## src/rtl/lcdc_pkg.sv

```systemverilog
package lcdc_pkg;

    localparam int ADDR_W = 12;
    localparam int DATA_W = 32;
    localparam int PAL_IW = 7;

    // control word bit positions (decoded by the display path)
    localparam int CB_EN   = 0;
    localparam int CB_BPP  = 1;
    localparam int CB_BGR  = 8;
    localparam int CB_BEB  = 9;
    localparam int CB_BEP  = 10;
    localparam int CB_PWR  = 11;

    typedef enum logic [0:0] {
        VAR_ORIG = 1'b0,
        VAR_NEW  = 1'b1
    } lcdc_variant_e;

    typedef enum logic [3:0] {
        RG_NONE, RG_TIM, RG_UPB, RG_LPB, RG_MASK, RG_CTRL, RG_RAW,
        RG_MIS, RG_ICR, RG_UPCUR, RG_LPCUR, RG_PAL, RG_ID
    } lcdc_region_e;

    typedef struct packed {
        lcdc_region_e region;
        logic [2:0]   sub;
    } lcdc_dec_t;

    typedef struct packed {
        logic [11:0] ppl;
        logic [10:0] lpp;
        logic        on;
    } lcdc_geom_t;

    localparam lcdc_geom_t GEOM_RST = '{ppl: 12'd16, lpp: 11'd1, on: 1'b0};

    function automatic logic [7:0] id_byte(lcdc_variant_e v, logic [2:0] k);
        case (k)
            3'd0:    return (v == VAR_NEW) ? 8'h11 : 8'h10;
            3'd1:    return 8'h11;
            3'd2:    return (v == VAR_NEW) ? 8'h24 : 8'h04;
            3'd3:    return 8'h00;
            3'd4:    return 8'h0D;
            3'd5:    return 8'hF0;
            3'd6:    return 8'h05;
            default: return 8'hB1;
        endcase
    endfunction

endpackage

```

## src/rtl/lcdc_addr_dec.sv

```systemverilog
module lcdc_addr_dec
    import lcdc_pkg::*;
#(
    parameter lcdc_variant_e VARIANT = VAR_ORIG
) (
    input  logic [ADDR_W-1:0] addr,
    output lcdc_dec_t         dec
);
    localparam lcdc_region_e R_AT6 = (VARIANT == VAR_NEW) ? RG_MASK : RG_CTRL;
    localparam lcdc_region_e R_AT7 = (VARIANT == VAR_NEW) ? RG_CTRL : RG_MASK;

    logic [ADDR_W-3:0] word;
    assign word = addr[ADDR_W-1:2];

    always_comb begin
        dec.region = RG_NONE;
        dec.sub    = addr[4:2];
        if (addr[11:9] == 3'b001) begin
            dec.region = RG_PAL;
        end else if (addr[11:5] == 7'h7F) begin
            dec.region = RG_ID;
        end else begin
            case (word)
                10'd0, 10'd1, 10'd2, 10'd3: dec.region = RG_TIM;
                10'd4:  dec.region = RG_UPB;
                10'd5:  dec.region = RG_LPB;
                10'd6:  dec.region = R_AT6;
                10'd7:  dec.region = R_AT7;
                10'd8:  dec.region = RG_RAW;
                10'd9:  dec.region = RG_MIS;
                10'd10: dec.region = RG_ICR;
                10'd11: dec.region = RG_UPCUR;
                10'd12: dec.region = RG_LPCUR;
                default: dec.region = RG_NONE;
            endcase
        end
    end
endmodule

```

## src/rtl/lcdc_irq_stat.sv

```systemverilog
module lcdc_irq_stat #(
    parameter int NIRQ = 5
) (
    input  logic            clk,
    input  logic            rst,
    input  logic [NIRQ-1:0] evt,
    input  logic            mask_we,
    input  logic            clr_we,
    input  logic [NIRQ-1:0] wbits,
    output logic [NIRQ-1:0] raw,
    output logic [NIRQ-1:0] mask,
    output logic [NIRQ-1:0] masked
);
    logic [NIRQ-1:0] clr_bits;
    assign clr_bits = clr_we ? wbits : '0;

    always_ff @(posedge clk) begin
        if (rst) begin
            raw  <= '0;
            mask <= '0;
        end else begin
            raw <= (raw & ~clr_bits) | evt;
            if (mask_we) mask <= wbits;
        end
    end

    assign masked = raw & mask;
endmodule

```

## src/rtl/lcdc_geom.sv

```systemverilog
module lcdc_geom
    import lcdc_pkg::*;
#(
    parameter int CTRL_W = 16
) (
    input  logic              clk,
    input  logic              rst,
    input  logic [DATA_W-1:0] tim0,
    input  logic [DATA_W-1:0] tim1,
    input  logic [CTRL_W-1:0] ctrl,
    output lcdc_geom_t        geom,
    output logic              chg
);
    lcdc_geom_t prev_q;

    always_comb begin
        geom.ppl = ({4'd0, tim0[7:2], 2'b00} + 12'd4) << 2;
        geom.lpp = {1'b0, tim1[9:0]} + 11'd1;
        geom.on  = ctrl[CB_EN] & ctrl[CB_PWR];
    end

    always_ff @(posedge clk) begin
        if (rst) prev_q <= GEOM_RST;
        else     prev_q <= geom;
    end

    assign chg = (geom != prev_q);
endmodule

```

## src/rtl/lcdc_regs.sv

```systemverilog
module lcdc_regs
    import lcdc_pkg::*;
#(
    parameter lcdc_variant_e VARIANT = VAR_ORIG,
    parameter int NIRQ   = 5,
    parameter int CTRL_W = 16
) (
    input  logic              clk,
    input  logic              rst,
    input  logic              bus_sel,
    input  logic              bus_wr,
    input  logic [11:0]       addr,
    input  logic [31:0]       wdata,
    output logic [31:0]       rdata,
    input  logic [NIRQ-1:0]   irq_evt,
    output logic              pal_sel,
    output logic              pal_wr,
    output logic [6:0]        pal_idx,
    output logic [31:0]       pal_wdata,
    input  logic [31:0]       pal_rdata,
    output logic [11:0]       ppl,
    output logic [10:0]       lpp,
    output logic              lcd_on,
    output logic [2:0]        bpp_code,
    output logic              bgr_sel,
    output logic              be_bytes,
    output logic              be_pixels,
    output logic              geom_chg
);
    localparam int NTIM   = 4;
    localparam int TIM_IW = $clog2(NTIM);

    lcdc_dec_t   dec;
    logic        wr_hit, rd_hit;
    logic [DATA_W-1:0] tim_q [NTIM];
    logic [DATA_W-1:0] upb_q, lpb_q;
    logic [CTRL_W-1:0] ctrl_q;
    logic [NIRQ-1:0]   raw, mask, masked;
    lcdc_geom_t        geom;
    logic [DATA_W-1:0] rd_val;

    assign wr_hit = bus_sel & bus_wr;
    assign rd_hit = bus_sel & ~bus_wr;

    lcdc_addr_dec #(.VARIANT(VARIANT)) u_dec (
        .addr (addr),
        .dec  (dec)
    );

    for (genvar i = 0; i < NTIM; i++) begin : g_tim
        always_ff @(posedge clk) begin
            if (rst)
                tim_q[i] <= '0;
            else if (wr_hit && dec.region == RG_TIM && dec.sub[TIM_IW-1:0] == TIM_IW'(i))
                tim_q[i] <= wdata;
        end
    end

    always_ff @(posedge clk) begin
        if (rst) begin
            upb_q  <= '0;
            lpb_q  <= '0;
            ctrl_q <= '0;
        end else if (wr_hit) begin
            case (dec.region)
                RG_UPB:  upb_q  <= wdata;
                RG_LPB:  lpb_q  <= wdata;
                RG_CTRL: ctrl_q <= wdata[CTRL_W-1:0];
                default: ;
            endcase
        end
    end

    lcdc_irq_stat #(.NIRQ(NIRQ)) u_stat (
        .clk     (clk),
        .rst     (rst),
        .evt     (irq_evt),
        .mask_we (wr_hit && dec.region == RG_MASK),
        .clr_we  (wr_hit && dec.region == RG_ICR),
        .wbits   (wdata[NIRQ-1:0]),
        .raw     (raw),
        .mask    (mask),
        .masked  (masked)
    );

    lcdc_geom #(.CTRL_W(CTRL_W)) u_geom (
        .clk  (clk),
        .rst  (rst),
        .tim0 (tim_q[0]),
        .tim1 (tim_q[1]),
        .ctrl (ctrl_q),
        .geom (geom),
        .chg  (geom_chg)
    );

    always_comb begin
        rd_val = '0;
        case (dec.region)
            RG_TIM:            rd_val = tim_q[dec.sub[TIM_IW-1:0]];
            RG_UPB, RG_UPCUR:  rd_val = upb_q;
            RG_LPB, RG_LPCUR:  rd_val = lpb_q;
            RG_CTRL:           rd_val[CTRL_W-1:0] = ctrl_q;
            RG_MASK:           rd_val[NIRQ-1:0]   = mask;
            RG_RAW:            rd_val[NIRQ-1:0]   = raw;
            RG_MIS:            rd_val[NIRQ-1:0]   = masked;
            RG_ID:             rd_val[7:0]        = id_byte(VARIANT, dec.sub);
            RG_PAL:            rd_val = pal_rdata;
            default:           rd_val = '0;
        endcase
    end

    always_ff @(posedge clk) begin
        if (rst)         rdata <= '0;
        else if (rd_hit) rdata <= rd_val;
    end

    assign pal_sel   = bus_sel && dec.region == RG_PAL;
    assign pal_wr    = pal_sel & bus_wr;
    assign pal_idx   = addr[PAL_IW+1:2];
    assign pal_wdata = wdata;

    assign ppl       = geom.ppl;
    assign lpp       = geom.lpp;
    assign lcd_on    = geom.on;
    assign bpp_code  = ctrl_q[CB_BPP +: 3];
    assign bgr_sel   = ctrl_q[CB_BGR];
    assign be_bytes  = ctrl_q[CB_BEB];
    assign be_pixels = ctrl_q[CB_BEP];
endmodule

```

## config.mk

```make
export PLATFORM = sky130hd
export DESIGN_NAME = lcdc_regs
export DESIGN_NICKNAME = d
export VERILOG_FILES = /design/src/rtl/lcdc_pkg.sv /design/src/rtl/lcdc_addr_dec.sv /design/src/rtl/lcdc_irq_stat.sv /design/src/rtl/lcdc_geom.sv /design/src/rtl/lcdc_regs.sv
export SDC_FILE = /design/constraint.sdc
export NUM_CORES = 1
export LEC_CHECK = 0
export BUFFER_PORTS_ARGS = -buffer_cell sky130_fd_sc_hd__buf_2
export CORE_MARGIN = 1
export CORE_UTILIZATION = 40
export DETAILED_ROUTE_END_ITERATION = 7
export GPL_ROUTABILITY_DRIVEN = 0
export PLACE_DENSITY = 0.66
export SLEW_MARGIN = 5
export SYNTH_ARGS = -nofsm -noshare
export SYNTH_HDL_FRONTEND = slang
export SYNTH_HIERARCHICAL = 1
export SYNTH_SLANG_ARGS = --single-unit
export TNS_END_PERCENT = 100
```

## constraint.sdc

```tcl
create_clock -name clk -period 5.9 [get_ports clk]
set_input_delay 1.18 -clock clk [delete_from_list [all_inputs] [get_ports clk]]
set_output_delay 1.18 -clock clk [all_outputs]
set_load 0.005 [all_outputs]
```

======== Word-level counts from Yosys, hierarchy flattened ========
Memory sizes are Yosys's and may differ from the RTL's.
Index checks and enable logic that the tools add are counted.
storage, ports and cells
  output and inout bits ................... 104
  register bits ........................... 146
  bits of input ports ..................... 85
  RAM bits ................................ 128
  bits in read-only memories .............. 64
  memories kept ........................... 2
  latch bits .............................. 0
memories
  name             depth  width  read ports  clocked after memory_dff  wr ports  line                 RTL
  tim_q            4      32     3           0                         4         lcdc_regs.sv:35      logic [DATA_W-1:0] tim_q [NTIM];
  (no name shown)  16     4      1           0                         0         lcdc_addr_dec.sv:23  case (word)
cells by class
  eq/ne operators ......................... 24
  shifts and indexed selects .............. 0
  reductions and logical operators ........ 16
  add/subtract/negate cells ............... 2
  bitwise logic cells ..................... 13
  muxes and demuxes ....................... 27
  order comparisons ....................... 0
  multipliers ............................. 0
  divide/modulo/power cells ............... 0
operators by type and width
  kind                     number
  $mux W32                 4
  $pmux W16 S4             1
  $pmux W8 S7              1
  $pmux W5 S9              1
  $pmux W8 S5              1
  $ne A24 B24 Y1           1
  $eq A4 B4 Y1 const B     5
  $pmux W3 S6              1
  $eq A4 B3 Y1 const B     4
  $mux W1                  14
  $mux W4                  3
  $add A10 B1 Y11 const B  1
  $and A5 B5 Y5            2
  $add A8 B3 Y9 const B    1
  $eq A3 B3 Y1 const B     3
  $eq A4 B2 Y1 const B     2
  $logic_and A1 B1 Y1      8
  $eq A7 B7 Y1 const B     1
  $eq A3 B1 Y1 const B     2
  $eq A3 B2 Y1 const B     2
  $logic_not A6 Y1         1
  $reduce_and A2 Y1        3
  $mux W5                  1
  $not A5 Y5               1
  other kinds (10)         18

======== Depth between registers and ports, before layout ========
Gate-level depths: netlist of run 1.
  word-level depth ........................ 11
  gate-level depth with buffers ........... 13

======== Modules after synthesis ========
The synthesis of run 1 kept the hierarchy.
by module, submodules not included
  module         cells each  times used  area each (um^2)
  lcdc_regs      998         1           10921.7
  lcdc_geom      139         1           1277.5
  lcdc_irq_stat  42          1           400.4
  lcdc_addr_dec  28          1           183.9

======== Worst setup path before layout of run 1 ========
No wires, ideal clock.
  kind .................................... input to register
  from .................................... in addr[2]
  to ...................................... mem tim_q[2][0], enable pin
  stages on the path ...................... 9
  data arrival time ....................... 4.168 ns
  path slack .............................. 1.304 ns
  cells stage by stage .................... inv_1 > ha_1 > and2_4 > o21bai_1 > a311o_1 > buf_4 > nor4b_4 > nand2_1 > o21bai_1
RTL lines
  what                line             RTL
  start: declaration  lcdc_regs.sv:12  input logic [11:0] addr,
  end: declaration    lcdc_regs.sv:35

==> results of run 1 <==
-- per-stage QoR --
step | setup slack (ns) | area, µm² | util [%]
finish | 1.64 | 14700 | 46.8
global route | 1.50 | 14700 | 46.8
CTS | 1.61 | 14700 | 46.8
detailed placement | 1.36 | 13800 | 43.8
global placement | 1.33 | 13800 | 43.8
floorplan | 1.30 | 12800 | -
-- metal layers --
layer  GRT usage (%)  share of wire [%]  vias up
li1                -                  -     4505
met1            28.4                 44     4658
met2            34.6                 48      370
met3            2.62                6.8       43
met4            4.44                1.6        0
met5               0                  0        -
-- cells in the final DEF, fill, tap and decap left out, types with 4 or more instances in the layout --
master      instances
nor2b_1            19
nor4_1              4
xor2_1             12
edfxtp_1          128
inv_1              13
clkinvlp_4          4
nand3_1            11
nand4_1             5
clkinv_2            6
a221oi_1           31
nand2b_1            5
a211oi_1           16
xnor2_1            13
clkbuf_1            5
mux4_2             32
a21oi_1            91
buf_2             180
mux2i_1             8
a22oi_1            32
nor2_1             54
a21o_1              6
nand2_1           194
and4_1              5
clkbuf_16          29
buf_4              29
and2_1            141
a311oi_1           13
o21ai_0             6
conb_1              5
dfxtp_1           141
and3_1              4
-- cells by family after synthesis --
| group | synth area share [%] |
|---|---|
| DFF | 52.1 |
| and+or+nand+nor | 19.7 |
| buffers and inverters | 6.31 |
| AOI/OAI and AO/OA | 12.8 |
| adders and majority gates | 0.294 |
| muxes | 6.44 |
| other | 0.0293 |
| xor gates and xnor gates | 2.25 |
-- worst paths after layout --
path	to	cells after the start
worst max-delay path	pal_sel	9
worst min-delay path	ctrl_q[15]$_SDFFE_PP0P_	2
worst max register to register	rdata[6]$_SDFFE_PP0P_	5
worst min register to register	ctrl_q[15]$_SDFFE_PP0P_	2
-- power groups by stage --
stage               Combinational (mW)  Sequential (mW)  Clock, mW
CTS                              0.344             2.06       1.81
global placement                 0.339             2.09          0
finish                           0.341             2.06       1.79
detailed placement               0.343             2.10          0
global route                     0.370             2.07       1.89
floorplan                        0.215             2.09          0
-- cell type report --
type,count,area [µm²]
Multi-Input combinational cell,796,5410
Timing Repair Buffer,211,1160
Clock inverter,17,149
Inverter,13,48.8
Sequential cell,269,6670
Fill cell,2900,16700
Clock buffer,37,786
Tap cell,402,503
-- flip-flops by register name (all words and copies together), names as in the netlist --
signal	count
lpb_q	32
tim_q	128
u_stat/mask	5
rdata	32
ctrl_q	16
u_stat/raw	5
u_geom/prev_q	19
upb_q	32
-- worst max-delay path, stage by stage --
cell and delay, ns:
buf_2 0.09, buf_4 0.52, and3b_1 0.26, a21oi_1 0.05
o22ai_2 0.14, buf_4 0.31, and4b_1 0.26, and2_1 0.15
buf_2 0.12
==> metrics, run 1 <==
area grow syn2layout 15.2%; top cells by area, synth edfxtp_1 30%, dfxtp_1 22%, and2_1 6.9%; vias in the first global route 9206; count of buffers from port buffering 181; number of cell rows 65; RSZ-0062 raised after global routing no; Setup TNS 0 ns; Die Y 181 µm; RR Startpoint tim_q[1][6]$_SDFFCE_PN0P_; # diodes 0; Net Sw Frac 23.7%; Hold-fix buffers, CTS 0; dpl cells 1691; post-synth top area cell edfxtp_1; crit path DAT 3.08 ns; detailed-route via count 9576; worst hold slack 0.453 ns; Worst Setup Start Kind primary input; asr flop ratio synth 0%; fraction of layout cells with a size suffix above 1 24.1%; CTS resizes 0; Comb pwr share 8.1%; min-delay worst type reg2reg; PwrDens 284 nW/µm²; Root Buffer clkbuf_16; Synth top cells by count 194 x nand2_1, 141 x and2_1, 141 x dfxtp_1; Main synth FF type dfxtp_1; TritonRoute pass-1 iters 5; outcome finished clean; GRT Total Usage 20.6%; Worst-Margin Slew 0.883 ns; die area 32700 µm²; P_int 3.19 mW; Final period util 72.2%; drc violations 0; endpoint class of the critical path output pin; post-route insts no fill 1745; Clk pwr share 42.7%; # IOs 189; CTS Buffer Depth 3; endpoints failing hold 0; routed vias/inst 5.49; YS warnings 6; Sequential Power Share 49.1%; Final #Nets 1408; Slew Limit Fails 0; Clock Pin Slew Worst Setup and Hold Paths 0.06 ns; Sink Count 269; P_leak 5.37 nW; #FFs+latches synth 269; Critical path origin addr[3]; TritonCTS clock tree yes; data required time of the worst path 4.72 ns; first-pass GRT wire length 53000 µm; Slew HR 41.1%; total power 4.19 mW; final wirelength 33900 µm; syn avg cell area 10.6 µm²; sequential area share after synthesis 52.1%; Post-synth EDFFs 128; maxcap violations 0; clk_lat worst skew 0.55 ns; Die W 181 µm; initial antenna violation count 0; H-tree depth 1; most common cell in the synthesized netlist nand2_1; maximum vdd ir drop 0.000211 V; largest net degree at the start of global routing 58; path type of the worst setup path in2out; post-synth cell types 85; Initial Util 40.6%; placed wire-length estimate 21900 µm; flop-to-flop setup slack 4.13 ns; crit-path max FO 43; hold wc startpoint ctrl_q[15]$_SDFFE_PP0P_; setup bufs post-CTS 0; setup violators final 0; post-synth top area share 30.1%; Post-Synthesis Cells 1207; mapped cell area 12800 µm²; Max Freq 0.235 GHz; Iter 0 DRT Violations 737; P_sw 0.993 mW; core box area 31500 µm²; fin crit period 4.26 ns; Avg WL per Cell 19.4 µm; cts bufs inserted 29; clk_skew 0.0152 ns; GRT overflow 0; ANT nets after route 0
Power figures use the tool's default switching activity.
==> run 2, diff against run 1 <==
--- a/config.mk
+++ b/config.mk
@@ -5,6 +5,7 @@
 export SDC_FILE = /design/constraint.sdc
 export NUM_CORES = 1
 export LEC_CHECK = 0
+export ABC_AREA = 1
 export BUFFER_PORTS_ARGS = -buffer_cell sky130_fd_sc_hd__buf_2
 export CORE_MARGIN = 1
 export CORE_UTILIZATION = 40
==> constraint.sdc (replaced) <==
create_clock -name clk -period 4 [get_ports clk]
set_input_delay 0.8 -clock clk [delete_from_list [all_inputs] [get_ports clk]]
set_output_delay 0.8 -clock clk [all_outputs]
set_load 0.005 [all_outputs]
==> metrics, run 2 <==
outcome finished clean; core box area 31500 µm²; detailed-route via count 10912; GRT Total Usage 21.0%; # IOs 189; TritonRoute pass-1 iters 5; routed length on met2 16600 µm; most frequent cells in the layout 385 x nand2_1, 208 x nor2_1, 184 x inv_1, 181 x buf_2, 142 x a21oi_1; post-synth top area share 30.1%; clk_lat worst skew 0.56 ns; first-pass GRT wire length 54200 µm; path type of the worst setup path in2out; area grow syn2layout 15.2%; Avg WL per Cell 16.0 µm; PwrDens 416 nW/µm²; YS warnings 6; max reg flops 128; mapped cell area 12800 µm²; fraction of layout cells with a size suffix above 1 16.2%; top cells by area, synth edfxtp_1 30%, dfxtp_1 22%, nand2_1 11%; Post-Synth Simple-Gate Area 23.1%; placed wire-length estimate 23300 µm; Top reg by flops tim_q; GRT overflow 0; endpoint class of the critical path output pin; maximum vdd ir drop 0.000319 V; Post-Synthesis Cells 1616; initial antenna violation count 1; fin util 46.7%; setup violators final 0; data required time of the worst path 3.20 ns; count of buffers from port buffering 181; Die Y 181 µm; Synth top cells by count 385 x nand2_1, 211 x nor2_1, 185 x inv_1; min-delay worst type reg2reg; Final period util 84.0%; asr flop ratio synth 0%; final wirelength 34600 µm; Worst Setup Start Kind primary input; fin crit period 3.36 ns; ANT nets after route 0; CTS Buffer Depth 3; Max Freq 0.298 GHz; endpoints failing hold 0; largest net degree at the start of global routing 68; cts bufs inserted 29; final instance area 14700 µm²; WL met1 15300 µm; Die W 181 µm; commonest non-fill, non-tap cell in the layout nand2_1; crit path DAT 2.56 ns; post-synthesis adder-cell area fraction 0.294%; Slew Limit Fails 0; Compound-Gate Fraction of Synth Area 12.9%; maxcap violations 0; largest family of logic cells by synthesized area simple AND/OR/NAND/NOR gates; Hold-fix buffers, CTS 0; Clock Pin Slew Worst Setup and Hold Paths 0.06 ns; RSZ-0062 raised after global routing no; post-route insts no fill 2165; CTS resizes 0; met3 wire length 1820 µm; clk_skew 0.0113 ns; dpl cells 2110; setup bufs post-CTS 0; number of cell rows 65; #FFs+latches synth 269; most common cell in the synthesized netlist nand2_1; Iter 0 DRT Violations 781; syn avg cell area 7.90 µm²; Setup TNS 0 ns; vias in the first global route 10062; total power 6.11 mW; TritonCTS clock tree yes; Root Buffer clkbuf_16; H-tree depth 1; post-synth cell types 31; crit-path max FO 4; Initial Util 40.5%; Post-synth EDFFs 128; sequential area share after synthesis 52.2%; Slew HR 46.7%; P_leak 6.34 nW; xor/xnor share of the synthesized area 0.137%; Sink Count 269; post-synth top area cell edfxtp_1; Placed Area 13800 µm²; multiplexer share of the synthesized area 0%; highest routed layer met4; routed vias/inst 5.04; Worst-Margin Slew 0.799 ns; Main synth FF type dfxtp_1; drc violations 0; Final #Nets 1827; die area 32600 µm²
-- run 2: cell types whose count changed in the layout (fill, tap and decap cells not counted), sizes merged, moves of 31 or more --
cell,before,now
nand2,195,392
a221oi,31,0
and2,142,1
mux4,32,0
a21oi,91,142
inv,15,192
nor2,56,219
o21ai,6,109
nand3,12,92
-- run 2: worst paths after layout --
kind | start | endpoint | slack, ns | depth (start not counted)
max | addr[2] | pal_sel | 0.64 | 12
min | upb_q[28]$_SDFFE_PP0P_ | upb_q[28]$_SDFFE_PP0P_ | 0.44 | 2
max reg2reg | tim_q[1][1]$_SDFFCE_PN0P_ | u_geom/prev_q[9]$_SDFF_PP0_ | 2.45 | 6
min reg2reg | upb_q[28]$_SDFFE_PP0P_ | upb_q[28]$_SDFFE_PP0P_ | 0.44 | 2
-- run 2: layer usage --
layer / GRT usage (%) / vias up
met3: 2.85 / 57
li1: - / 5431
met2: 35.7 / 330
met5: 0 / -
met1: 27.9 / 5094
met4: 5.78 / 0
-- run 2: kinds of logic after synthesis --
group,count (synthesis)
DFF,269
adders and majority gates,3
AOI/OAI and AO/OA,301
and+or+nand+nor,721
other,1
xor gates and xnor gates,2
buffers and inverters,319
-- run 2: where the power goes --
part           total (mW)  switching (mW)  internal [mW]
clock network        2.56            1.09           1.47
registers            3.04          0.0537           2.99
logic               0.510           0.336          0.174
total                6.11            1.48           4.63
-- run 2: area by class of cell --
type / instances / area [µm²]
sequential: 269 / 6670
multi-input combinational: 1032 / 4710
tap: 402 / 503
clock buffer: 40 / 767
fill: 3076 / 16800
clock inverter: 13 / 126
timing repair buffer: 215 / 1200
antenna: 2 / 5.00
inverter: 192 / 721
-- run 2: worst max-delay path: stages --
cell	delay, ns
buf_2	0.09
inv_1	0.05
ha_1	0.27
nand2_1	0.05
nand2_1	0.05
nand2_1	0.05
o21ai_0	0.47
nand2_1	0.26
nor2_4	0.20
inv_1	0.08
nor2_1	0.08
buf_2	0.11
-- run 2: through the flow --
stage,worst slack [ns],hold slack [ns]
floorplan,-0.143,0.424
global placement,0.434,0.432
detailed placement,0.409,0.437
CTS,0.589,0.446
global route,0.352,0.453
finish,0.639,0.444
